File: src/rtl/dma_ch_pkg.sv
package dma_ch_pkg;
  localparam int ADDR_W = 16;
  localparam int PAGE_W = 8;
  localparam int HI_W   = 8;
  localparam int MODE_W = 8;
  localparam int PHYS_W = HI_W + PAGE_W + ADDR_W;

  // mode field positions
  localparam int DIR_LSB  = 2;
  localparam int AUTO_BIT = 4;
  localparam logic [1:0] DIR_D2M = 2'b01;
  localparam logic [1:0] DIR_M2D = 2'b10;
endpackage

File: src/rtl/dma_ch_addr.sv
module dma_ch_addr
  import dma_ch_pkg::*;
#(
  parameter bit WORD_CH = 1'b0
) (
  input  logic              clk_i,
  input  logic              rst_ni,
  input  logic              addr_wr_i,
  input  logic              page_wr_i,
  input  logic              hipage_wr_i,
  input  logic [ADDR_W-1:0] wdata_i,
  input  logic              adv_i,
  input  logic              reload_i,
  output logic [PHYS_W-1:0] phys_o
);
  logic [ADDR_W-1:0] base_a_q, cur_a_q, nxt_a;
  logic [PAGE_W-1:0] base_pg_q, cur_pg_q, nxt_pg;
  logic [HI_W-1:0]   base_hi_q, cur_hi_q, nxt_hi;
  logic              carry_en_q;

  generate
    if (WORD_CH) begin : g_word
      localparam int LIN_W = PHYS_W - 1;
      logic [LIN_W-1:0] lin, nxt;
      assign lin    = {cur_hi_q, cur_pg_q[PAGE_W-1:1], cur_a_q};
      assign nxt    = lin + LIN_W'(1);
      assign nxt_a  = nxt[ADDR_W-1:0];
      assign nxt_pg = {nxt[ADDR_W+PAGE_W-2:ADDR_W], cur_pg_q[0]};
      assign nxt_hi = nxt[LIN_W-1:ADDR_W+PAGE_W-1];
      assign phys_o = {lin, 1'b0};
    end else begin : g_byte
      logic [PHYS_W-1:0] lin, nxt;
      assign lin    = {cur_hi_q, cur_pg_q, cur_a_q};
      assign nxt    = lin + PHYS_W'(1);
      assign nxt_a  = nxt[ADDR_W-1:0];
      assign nxt_pg = nxt[ADDR_W+PAGE_W-1:ADDR_W];
      assign nxt_hi = nxt[PHYS_W-1:ADDR_W+PAGE_W];
      assign phys_o = lin;
    end
  endgenerate

  always_ff @(posedge clk_i or negedge rst_ni) begin
    if (!rst_ni) begin
      base_a_q   <= '0;
      cur_a_q    <= '0;
      base_pg_q  <= '0;
      cur_pg_q   <= '0;
      base_hi_q  <= '0;
      cur_hi_q   <= '0;
      carry_en_q <= 1'b0;
    end else begin
      if (addr_wr_i) begin
        base_a_q   <= wdata_i;
        cur_a_q    <= wdata_i;
        carry_en_q <= 1'b0;
      end
      if (page_wr_i) begin
        base_pg_q  <= wdata_i[PAGE_W-1:0];
        cur_pg_q   <= wdata_i[PAGE_W-1:0];
        carry_en_q <= 1'b0;
      end
      if (hipage_wr_i) begin
        base_hi_q  <= wdata_i[HI_W-1:0];
        cur_hi_q   <= wdata_i[HI_W-1:0];
        carry_en_q <= 1'b1;
      end
      if (reload_i) begin
        cur_a_q  <= base_a_q;
        cur_pg_q <= base_pg_q;
        cur_hi_q <= base_hi_q;
      end else if (adv_i) begin
        cur_a_q <= nxt_a;
        if (carry_en_q) begin
          cur_pg_q <= nxt_pg;
          cur_hi_q <= nxt_hi;
        end
      end
    end
  end
endmodule

File: src/rtl/dma_ch_count.sv
module dma_ch_count
  import dma_ch_pkg::*;
(
  input  logic              clk_i,
  input  logic              rst_ni,
  input  logic              cnt_wr_i,
  input  logic [ADDR_W-1:0] wdata_i,
  input  logic              dec_i,
  input  logic              reload_i,
  output logic [ADDR_W-1:0] cnt_o,
  output logic              at_zero_o
);
  logic [ADDR_W-1:0] base_q, cur_q;

  always_ff @(posedge clk_i or negedge rst_ni) begin
    if (!rst_ni) begin
      base_q <= '0;
      cur_q  <= '0;
    end else if (cnt_wr_i) begin
      base_q <= wdata_i;
      cur_q  <= wdata_i;
    end else if (reload_i) begin
      cur_q <= base_q;
    end else if (dec_i) begin
      cur_q <= cur_q - ADDR_W'(1);
    end
  end

  assign cnt_o     = cur_q;
  assign at_zero_o = (cur_q == '0);
endmodule

File: src/rtl/dma_ch_ctrl.sv
module dma_ch_ctrl
  import dma_ch_pkg::*;
(
  input  logic              clk_i,
  input  logic              rst_ni,
  input  logic              mode_wr_i,
  input  logic [MODE_W-1:0] mode_val_i,
  input  logic              unmask_i,
  input  logic              step_i,
  input  logic              wr_any_i,
  input  logic              at_zero_i,
  output logic              adv_o,
  output logic              reload_o,
  output logic              tc_o,
  output logic              mask_o,
  output logic [MODE_W-1:0] mode_o,
  output logic              auto_o
);
  logic [MODE_W-1:0] mode_q;
  logic              mask_q, tc_q, hit_tc;

  assign auto_o   = mode_q[AUTO_BIT];
  assign adv_o    = step_i & ~mask_q & ~wr_any_i;
  assign hit_tc   = adv_o & at_zero_i;
  assign reload_o = hit_tc & auto_o;

  always_ff @(posedge clk_i or negedge rst_ni) begin
    if (!rst_ni) begin
      mode_q <= '0;
      mask_q <= 1'b1;
      tc_q   <= 1'b0;
    end else begin
      if (mode_wr_i) mode_q <= mode_val_i;
      tc_q <= hit_tc;
      if (hit_tc && !auto_o) mask_q <= 1'b1;
      else if (unmask_i)     mask_q <= 1'b0;
    end
  end

  assign tc_o   = tc_q;
  assign mask_o = mask_q;
  assign mode_o = mode_q;
endmodule

File: src/rtl/dma_ch_engine.sv
module dma_ch_engine
  import dma_ch_pkg::*;
#(
  parameter bit WORD_CH = 1'b0
) (
  input  logic              clk_i,
  input  logic              rst_ni,
  input  logic              addr_wr_i,
  input  logic              cnt_wr_i,
  input  logic              page_wr_i,
  input  logic              hipage_wr_i,
  input  logic              mode_wr_i,
  input  logic [ADDR_W-1:0] wdata_i,
  input  logic              unmask_i,
  input  logic              step_i,
  output logic [PHYS_W-1:0] phys_addr_o,
  output logic [ADDR_W-1:0] count_o,
  output logic              tc_o,
  output logic              mask_o,
  output logic [MODE_W-1:0] mode_o,
  output logic              dev_to_mem_o,
  output logic              mem_to_dev_o,
  output logic              autoinit_o
);
  logic wr_any, adv, reload, at_zero;
  logic [1:0] dir;

  // any register write cancels a step in the same cycle
  assign wr_any = addr_wr_i | cnt_wr_i | page_wr_i | hipage_wr_i | mode_wr_i;

  dma_ch_ctrl u_ctrl (
    .clk_i      (clk_i),
    .rst_ni     (rst_ni),
    .mode_wr_i  (mode_wr_i),
    .mode_val_i (wdata_i[MODE_W-1:0]),
    .unmask_i   (unmask_i),
    .step_i     (step_i),
    .wr_any_i   (wr_any),
    .at_zero_i  (at_zero),
    .adv_o      (adv),
    .reload_o   (reload),
    .tc_o       (tc_o),
    .mask_o     (mask_o),
    .mode_o     (mode_o),
    .auto_o     (autoinit_o)
  );

  dma_ch_addr #(.WORD_CH(WORD_CH)) u_addr (
    .clk_i       (clk_i),
    .rst_ni      (rst_ni),
    .addr_wr_i   (addr_wr_i),
    .page_wr_i   (page_wr_i),
    .hipage_wr_i (hipage_wr_i),
    .wdata_i     (wdata_i),
    .adv_i       (adv),
    .reload_i    (reload),
    .phys_o      (phys_addr_o)
  );

  dma_ch_count u_count (
    .clk_i     (clk_i),
    .rst_ni    (rst_ni),
    .cnt_wr_i  (cnt_wr_i),
    .wdata_i   (wdata_i),
    .dec_i     (adv),
    .reload_i  (reload),
    .cnt_o     (count_o),
    .at_zero_o (at_zero)
  );

  assign dir          = mode_o[DIR_LSB+1:DIR_LSB];
  assign dev_to_mem_o = (dir == DIR_D2M);
  assign mem_to_dev_o = (dir == DIR_M2D);
endmodule

File: config.mk
export PLATFORM = sky130hd
export DESIGN_NAME = dma_ch_engine
export DESIGN_NICKNAME = d
export VERILOG_FILES = /design/src/rtl/dma_ch_pkg.sv /design/src/rtl/dma_ch_addr.sv /design/src/rtl/dma_ch_count.sv /design/src/rtl/dma_ch_ctrl.sv /design/src/rtl/dma_ch_engine.sv
export SDC_FILE = /design/constraint.sdc
export NUM_CORES = 1
export LEC_CHECK = 0
export ABC_CLOCK_PERIOD_IN_PS = 2600
export CORE_MARGIN = 3
export CORE_UTILIZATION = 55
export CTS_BUF_LIST = sky130_fd_sc_hd__clkbuf_8
export DETAILED_ROUTE_END_ITERATION = 10
export PLACE_DENSITY = 0.81
export SLEW_MARGIN = 30
export SYNTH_ARGS = -nofsm -noshare
export SYNTH_HDL_FRONTEND = slang
export SYNTH_SLANG_ARGS = --single-unit
File: constraint.sdc
create_clock -name clk_i -period 2.6 [get_ports clk_i]
set_input_delay 0.26 -clock clk_i [delete_from_list [all_inputs] [get_ports clk_i]]
set_output_delay 0.26 -clock clk_i [all_outputs]
set_load 0.02 [all_outputs]
# Word-level counts from Yosys, hierarchy flattened
# Cells that the tools add are included.
# op_classes
addsub	2
eq_ne	2
mux	19
n_bitwise	10
reduce_logical	7
# op_table
operator	n
16-bit two-way mux	6
8-bit two-way mux	8
32-bit by 1-bit adder with 32-bit output (second input constant)	1
16-bit logical NOT	1
16-bit by 1-bit subtractor with 16-bit output (second input constant)	1
3-bit nonzero test	3
1-bit two-way mux	5
1-bit AND	4
1-bit OR	4
2-bit by 1-bit == test with 1-bit output (second input constant)	1
2-bit == test (second input constant)	1
1-bit NOT	2
2-bit nonzero test	1
1-bit logical AND	1
1-bit logical NOT	1
# totals
regBits	107
in_bits	25
out_inout_bits	61

# Depth between registers and ports, before layout
# Gate-level depths: netlist of the first run.
# logic_depth
depth_word	10
mapped_depth	10

# Cells and area by module
# From an unflattened synthesis of the first run, not the netlist that was laid out.
# unflattened
hier_cells	595
hier_area_um2	5775.5
# by_module_without_submodules
mod	n_inst	cells_per_inst	area_each_um2
dma_ch_addr	1	371	3473.3
dma_ch_count	1	193	1840.5
dma_ch_ctrl	1	26	436.7
dma_ch_engine	1	5	25.0

# Worst setup path before layout of the first run
# Ideal clock, no wire load.
# synth_timing
kind	flip-flop to flip-flop
start	register u_addr.cur_a_q[3]
end	register u_addr.cur_hi_q[5]
setup_time_ns	0.122
arrival_time_ns	2.103
path_slack_ns	0.375
stages_incl_launch_ff	9
path_buffers	2
period_less_slack_ns	2.225
path_cell_list	dfrtp_1 -> and3_1 -> and4_1 -> clkbuf_1 -> and2_1 -> and3_1 -> buf_2 -> a311o_1 -> a32o_1
# synth_between
elab_chain_cells	4
# synth_rtl
item	line_no	text
from (decl)	dma_ch_addr.sv:16	logic [ADDR_W-1:0] base_a_q, cur_a_q, nxt_a;
from (signal assigned)	dma_ch_addr.sv:54	cur_a_q <= wdata_i;
from (signal assigned)	dma_ch_addr.sv:68	cur_a_q <= base_a_q;
from (signal assigned)	dma_ch_addr.sv:72	cur_a_q <= nxt_a;
32-bit by 1-bit adder with 32-bit output	dma_ch_addr.sv:34	assign nxt = lin + PHYS_W'(1);
8-bit two-way mux	dma_ch_addr.sv:73	if (carry_en_q) begin
8-bit two-way mux	dma_ch_addr.sv:71	end else if (adv_i) begin
8-bit two-way mux	dma_ch_addr.sv:67	if (reload_i) begin
to (signal assigned)	dma_ch_addr.sv:64	cur_hi_q <= wdata_i[HI_W-1:0];
to (signal assigned)	dma_ch_addr.sv:70	cur_hi_q <= base_hi_q;
to (signal assigned)	dma_ch_addr.sv:75	cur_hi_q <= nxt_hi;
to (decl)	dma_ch_addr.sv:18	logic [HI_W-1:0] base_hi_q, cur_hi_q, nxt_hi;
# No other way between the ends.
# A chain may end at the register's enable or synchronous reset.

# Final worst setup path of the first run
# layout_timing
start	input addr_wr_i
end	register u_addr.cur_pg_q[2]
# layout_between
elab_chain_cells	9
word_cells_on_any_way	10
# layout_rtl
item	line_no	text
from (decl)	dma_ch_engine.sv:8	input logic addr_wr_i,
1-bit OR (*) (4 in a row)	dma_ch_engine.sv:29	assign wr_any = addr_wr_i | cnt_wr_i | page_wr_i | hipage_wr_i | mode_wr_i;
1-bit NOT (*)	dma_ch_ctrl.sv:23	assign adv_o = step_i & ~mask_q & ~wr_any_i;
1-bit AND (*)	dma_ch_ctrl.sv:23	
1-bit AND	dma_ch_ctrl.sv:24	assign hit_tc = adv_o & at_zero_i;
1-bit AND	dma_ch_ctrl.sv:25	assign reload_o = hit_tc & auto_o;
8-bit two-way mux (*)	dma_ch_addr.sv:67	
to (signal assigned)	dma_ch_addr.sv:59	cur_pg_q <= wdata_i[PAGE_W-1:0];
to (signal assigned)	dma_ch_addr.sv:69	cur_pg_q <= base_pg_q;
to (signal assigned)	dma_ch_addr.sv:74	cur_pg_q <= nxt_pg;
to (decl)	dma_ch_addr.sv:17	logic [PAGE_W-1:0] base_pg_q, cur_pg_q, nxt_pg;
# Mark *: on every way between the ends. The rest lies on a longest branch, timed or not.

==> out/metrics.yaml, run 1 <==
outcome: "finished, final reports clean"
timing.final.max_slew_violations: 0
syn_area_per_cell_um2: 10.1
ant_nets: 0
routed_wirelength_um: 15500
clkSinkCount: 107
fp.coreArea_mm2: 0.00946
floorplan.initialDensity_pct: 58.1
area_growth_syn_to_layout_pct: 24.8
ios: 86
h_tree_levels: 3
insertion_delay_ps: 360
viasPerCell: 6.29
met3_capacity_usage_during_global_routing_pct: 4.61
holdCritPathClass: "primary input to async pin"
layout.nets: 674
synth_cell_types: 66
worst_slew_pin_slew_ps: 721
critPathMaxStageDelay_ps: 560
drt_drc_violations_left: 0
cts_resized: 0
drt_pre_antenna_iters: 6
grt_max_degree: 49
fin_worst_hold_slack_ps: 394
synth_nets: 573
ys_seq_area_share_pct: 48.7
fin_area_mm2: 0.00686
setup-violations-final: 0
via_count_of_the_first_global_routing_pass: 4779
worstPathMaxFanout: 11
final_estimated_routing_congestion_in_global_placement: 0.874
total_power_uw: 3760
synth_top_cell_area_share_pct: 48.3
cp_data_arrival_time_ps: 2610
die_width_um: 106
layout.cells.most_common: "dfrtp_1"
gr-usage-all-layers_pct: 28.1
timing.final.hold_violations: 0
ws_path_type: "primary input to flip-flop"
global_route.peak_usage_layer: "met2"
initial_antenna_violation_count: 0
antenna_cells: 0
finalCriticalPeriod_ps: 2360
highest_attainable_clock_frequency_mhz: 424
clk_root_buffer_cell: "clkbuf_8"
port-buffer-count: 85
vias: 4903
drtIter0Drc: 438
mostFrequentLayoutCells: "dfrtp_1, clkdlybuf4s50_1, nand2_1"
fraction_of_layout_instances_using_a_drive_strength_above_1_pct: 16.0
grt_setup_unrepaired: "false"
critical_path.startpoint_type: "primary input"
worst_path_max_delay_cell: "or4_4"
postSynthRegisterBits: 107
clk_pin_slew_ps: 110
syn_warnings: 0
synth_top_area_cells: "dfrtp_1, mux2_2, nand2_1"
num_rows: 35
worstPathCellList: "clkdlybuf4s50_1 -> or4_4 -> nor4b_4 -> and4_1 -> buf_4 -> buf_4 -> nand2_1 -> o31ai_1"
cts_made_buffers: 9
ir_drop_v: 0.000449
cp-end-kind: "flip-flop"
cts-hold-fix-buffers: 1
synth_area_mm2: 0.00550
number_of_enable_flip_flop_cells_after_synthesis: 0
grt_util_met1_pct: 40.2
cts_setup_buffers: 0
max_cap_violations: 0
yosysTopAreaCell: "dfrtp_1"
gate_count_of_the_mapped_netlist: 546
skew_ps: 16.8
grt_overflow: 0
worst-endpoint-required_ps: 2850
period_share_pct: 90.6
ctsLongestPathBuffers: 2
cts_tree: "built"
global_route_wire_length_before_repair_um: 25000
path_common_cell: "buf_4"
power_density_mw_per_mm2: 548
use_met2_pct: 44.2
yosys_most_used_dff: "dfrtp_1"
setup.reg_to_reg.worst_slack_ps: 260
place_area_mm2: 0.00667
static-leakage-power_uw: 0.00282
die_area_mm2: 0.0112
slew-limit-headroom_pct: 51.7
dp_hpwl_um: 11100
floorplan.die.height_um: 106
avgRoutedWirePerCell_um: 19.8
asyncSetResetFlopFracSynth_pct: 100
fillerInstances: 709
[final cells by class]
type                    count  area, µm²  share of cell area (%)
repair buffers            125       1180                    17.1
multi-input cells         383       2580                    37.6
flip-flops and latches    107       2680                    39.0
well taps                 129        161                    2.35
inverters                  21       78.8                    1.15
clock inverters             6       60.1                   0.875
clock buffers               9        124                    1.81
[final timing paths]
path	startpoint	to	cells past startpoint
max in group asynchronous	rst_ni	u_ctrl.mask_o$_DFFE_PN1P_	3
min reg2reg	u_addr.base_hi_q[4]$_DFFE_PN0P_	u_addr.cur_hi_q[4]$_DFF_PN0_	2
max reg2reg	u_ctrl.mask_o$_DFFE_PN1P_	u_addr.cur_pg_q[2]$_DFF_PN0_	7
max	addr_wr_i	u_addr.cur_pg_q[2]$_DFF_PN0_	8
min	rst_ni	u_count.base_q[10]$_DFFE_PN0P_	2
min in group clk_i	u_addr.base_hi_q[4]$_DFFE_PN0P_	u_addr.cur_hi_q[4]$_DFF_PN0_	2
[synth_stat cells, drive strengths merged (6+ instances only)]
cell	instances
dfrtp	106
nand2	53
mux2	43
o21ai	38
nor2	25
a21oi	24
nand3	23
inv	20
clkbuf	19
nor3	19
buf	16
a211oi	14
xor2	14
xnor2	13
nand4	11
a22oi	9
and2	8
and3	8
o22ai	6
[flip-flops by register name (all words and copies together) (netlist names), 8 cells and up]
register	count
u_addr.cur_a_q	16
u_addr.cur_hi_q	8
u_addr.base_pg_q	8
u_addr.base_a_q	16
u_addr.base_hi_q	8
u_count.base_q	16
u_ctrl.mode_o	8
u_addr.cur_pg_q	8
u_count.cnt_o	16
[per-layer routing]
layer  up-vias  routed length [µm]
li1       2187                   -
met1      2397                6580
met5         -                   0
met2       279                7140
met3        40                1350
met4         0                 405
[where the power goes]
group          internal (µW)  leakage, µW  switching [µW]
logic                    379      0.00147             396
registers               1820      0.00126             165
clock network            435    0.0000899             569
total                   2630      0.00282            1130
[per-stage QoR]
step,setup TNS (ps),setup WS (ps),std cells,utilization [%]
after detailed placement,-1210,-89.1,764,70.5
final,0,244,780,72.5
after global routing,0,110,780,72.5
after global placement,-422,-82.2,764,70.5
after CTS,0,279,780,72.5
after floorplan,0,375,546,-
[cells by family after synthesis]
family                     count (synthesis)  synth area share [%]
and+or+nand+nor                          172                  16.3
DFF                                      107                  48.7
xor gates and xnor gates                  27                  4.30
AOI/OAI and AO/OA                        136                  16.3
muxes                                     46                  9.42
adders and majority gates                  2                 0.455
buffers and inverters                     56                  4.46
[worst max-delay path, delay by kind of cell]
kind / cells / cell delay (ps)
AOI/OAI and AO/OA: 1 / 80
buffers and inverters: 3 / 910
and+or+nand+nor: 4 / 1350
Power figures use the tool's default switching activity.
==> run 2: changes to the inputs <==
ABC_CLOCK_PERIOD_IN_PS = 2900   (was 2600)
SLEW_MARGIN = 20   (was 30)
clock period = 2.9 ns   (was 2.6 ns; I/O delays follow)
==> out/metrics.yaml, run 2 (same netlist as run 1, synthesis figures left out) <==
outcome: "finished, final reports clean"  # unchanged
setup.reg_to_reg.worst_slack_ps: 440  # was 260 ps
antenna_cells: 0  # unchanged
skew_ps: 15.2  # was 16.8 ps
internal-power_uw: 2370  # was 2630 µW
total_power_uw: 3410  # was 3760 µW
worst-endpoint-required_ps: 3160  # was 2850 ps
layout.cells.most_common: "dfrtp_1"  # unchanged
routed_wirelength_um: 15300  # was 15500 µm
worst_path_max_delay_cell: "or4_4"  # unchanged
layout.nets: 656  # was 674
floorplan.initialDensity_pct: 58.1  # unchanged
ctsLongestPathBuffers: 2  # unchanged
mostFrequentLayoutCells: "dfrtp_1, clkdlybuf4s50_1, nand2_1"  # unchanged
grt_max_degree: 43  # was 49
buf_inv_stages_crit_path: 2  # was 3
timing.final.max_slew_violations: 0  # unchanged
drt_pre_antenna_iters: 6  # unchanged
finalCriticalPeriod_ps: 2490
fin_area_mm2: 0.00675  # was 0.00686 mm²
placement.setup.worst_slack_ps: 60.3  # was -89.1 ps
grt_overflow: 0  # unchanged
avgRoutedWirePerCell_um: 20.1  # was 19.8 µm
fin_util_pct: 71.4  # was 72.5%
finalSetupTns_ps: 0  # unchanged
initial_antenna_violation_count: 0  # unchanged
num_rows: 35  # unchanged
insertion_delay_ps: 370  # was 360 ps
pwr-share-comb_pct: 20.1  # was 20.6%
clk_root_buffer_cell: "clkbuf_8"  # unchanged
viasPerCell: 6.25  # was 6.29
cts_made_buffers: 9  # unchanged
worst_slack_ps: 412  # was 244 ps
worstPathCellList: "clkdlybuf4s50_1 -> or4_4 -> nor4b_4 -> buf_12 -> and2_1 -> and3_1 -> nand2b_1 -> a32o_1"  # was clkdlybuf4s50_1 -> or4_4 -> nor4b_4 -> and4_1 -> buf_4 -> buf_4 -> nand2_1 -> o31ai_1
power_density_mw_per_mm2: 505  # was 548 mW/mm²
cts_setup_buffers: 0  # unchanged
max_cap_violations: 0  # unchanged
slew-limit-headroom_pct: 38.0  # was 51.7%
static-leakage-power_uw: 0.00275  # was 0.00282 µW
vias: 4769  # was 4903
worst_slew_pin_slew_ps: 926  # was 721 ps
power.share.sequential_pct: 52.1  # was 52.7%
via_count_of_the_first_global_routing_pass: 4628  # was 4779
highest_attainable_clock_frequency_mhz: 402
die_area_mm2: 0.0112  # unchanged
worstPathMaxFanout: 6  # was 11
ir_drop_v: 0.000265  # was 0.000449 V
global_route_wire_length_before_repair_um: 24300  # was 25000 µm
die_width_um: 106  # unchanged
gr-usage-all-layers_pct: 27.6  # was 28.1%
netSwitchingFraction_pct: 30.5  # was 30.0%
path_delay_family: "simple AND/OR/NAND/NOR gates"  # unchanged
dp_hpwl_um: 10600  # was 11100 µm
clkSinkCount: 107  # unchanged
h_tree_levels: 3  # unchanged
area_growth_syn_to_layout_pct: 22.9  # was 24.8%
critical_path.startpoint_type: "primary input"  # unchanged
place_area_mm2: 0.00654  # was 0.00667 mm²
cp-end-kind: "flip-flop"  # unchanged
cts_resized: 0  # unchanged
fp.coreArea_mm2: 0.00946  # unchanged
floorplan.die.height_um: 106  # unchanged
holdCritPathClass: "primary input to async pin"  # unchanged
clk_pin_slew_ps: 100  # was 110 ps
net-switching-power_uw: 1040  # was 1130 µW
period_share_pct: 85.8
timing.final.hold_violations: 0  # unchanged
drtIter0Drc: 413  # was 438
grt_setup_unrepaired: "false"  # unchanged
cp_data_arrival_time_ps: 2750  # was 2610 ps
cts_tree: "built"  # unchanged
drt_drc_violations_left: 0  # unchanged
final_estimated_routing_congestion_in_global_placement: 0.893  # was 0.874
fraction_of_layout_instances_using_a_drive_strength_above_1_pct: 13.9  # was 16.0%
critPathMaxStageDelay_ps: 560  # about the same
ant_nets: 0  # unchanged
ios: 86  # unchanged
ws_path_type: "primary input to flip-flop"  # unchanged
setup-violations-final: 0  # unchanged
clkPwrFrac_pct: 27.8  # was 26.7%
port-buffer-count: 85  # unchanged
run 2: what timing repair did:
item / in CTS / in global routing
hold buffers: 1 / 0
setup endpoints to repair: 0 / 0
endpoints found under the hold margin: 39 / 0
run 2: area by class of cell:
cell class	count	area (µm²)
Fill cell	717	2710
Sequential cell	107	2680
Multi-Input combinational cell	383	2580
Timing Repair Buffer	107	1050
Tap cell	129	161
Clock buffer	9	124
Inverter	21	78.8
Clock inverter	7	76.3
run 2: worst paths after layout:
path	from	end	cells after the start
setup / recovery	addr_wr_i	u_addr.cur_hi_q[5]$_DFF_PN0_	8
hold / removal	rst_ni	u_count.base_q[3]$_DFFE_PN0P_	2
setup reg to reg	u_ctrl.mask_o$_DFFE_PN1P_	u_addr.cur_hi_q[5]$_DFF_PN0_	7
hold reg to reg	u_count.base_q[5]$_DFFE_PN0P_	u_count.base_q[5]$_DFFE_PN0P_	2
min in group clk_i	u_count.base_q[5]$_DFFE_PN0P_	u_count.base_q[5]$_DFFE_PN0P_	2
max in group asynchronous	rst_ni	u_ctrl.mask_o$_DFFE_PN1P_	3
run 2: per-layer routing:
metal / GRT usage (%) / share of wire, % / routed length (µm)
met1: 39.2 / 43 / 6640
met2: 43.3 / 46 / 7050
met3: 4.61 / 8.5 / 1300
met4: 9.90 / 2.1 / 316
met5: 0 / 0 / 0
run 2: stage by stage:
stage	hold slack (ps)	instances
2_1_floorplan	-5.59	546
3_3_place_gp	314	746
3_5_place_dp	315	746
4_1_cts	468	763
5_1_grt	506	763
6_report	459	763
run 2: power groups by stage:
stage	Combinational, µW	Clock [µW]	Sequential, µW
final	684	949	1780
after detailed placement	683	0	1800
after CTS	688	950	1770
after global routing	739	1010	1790
after global placement	667	0	1790
after floorplan	280	0	1860
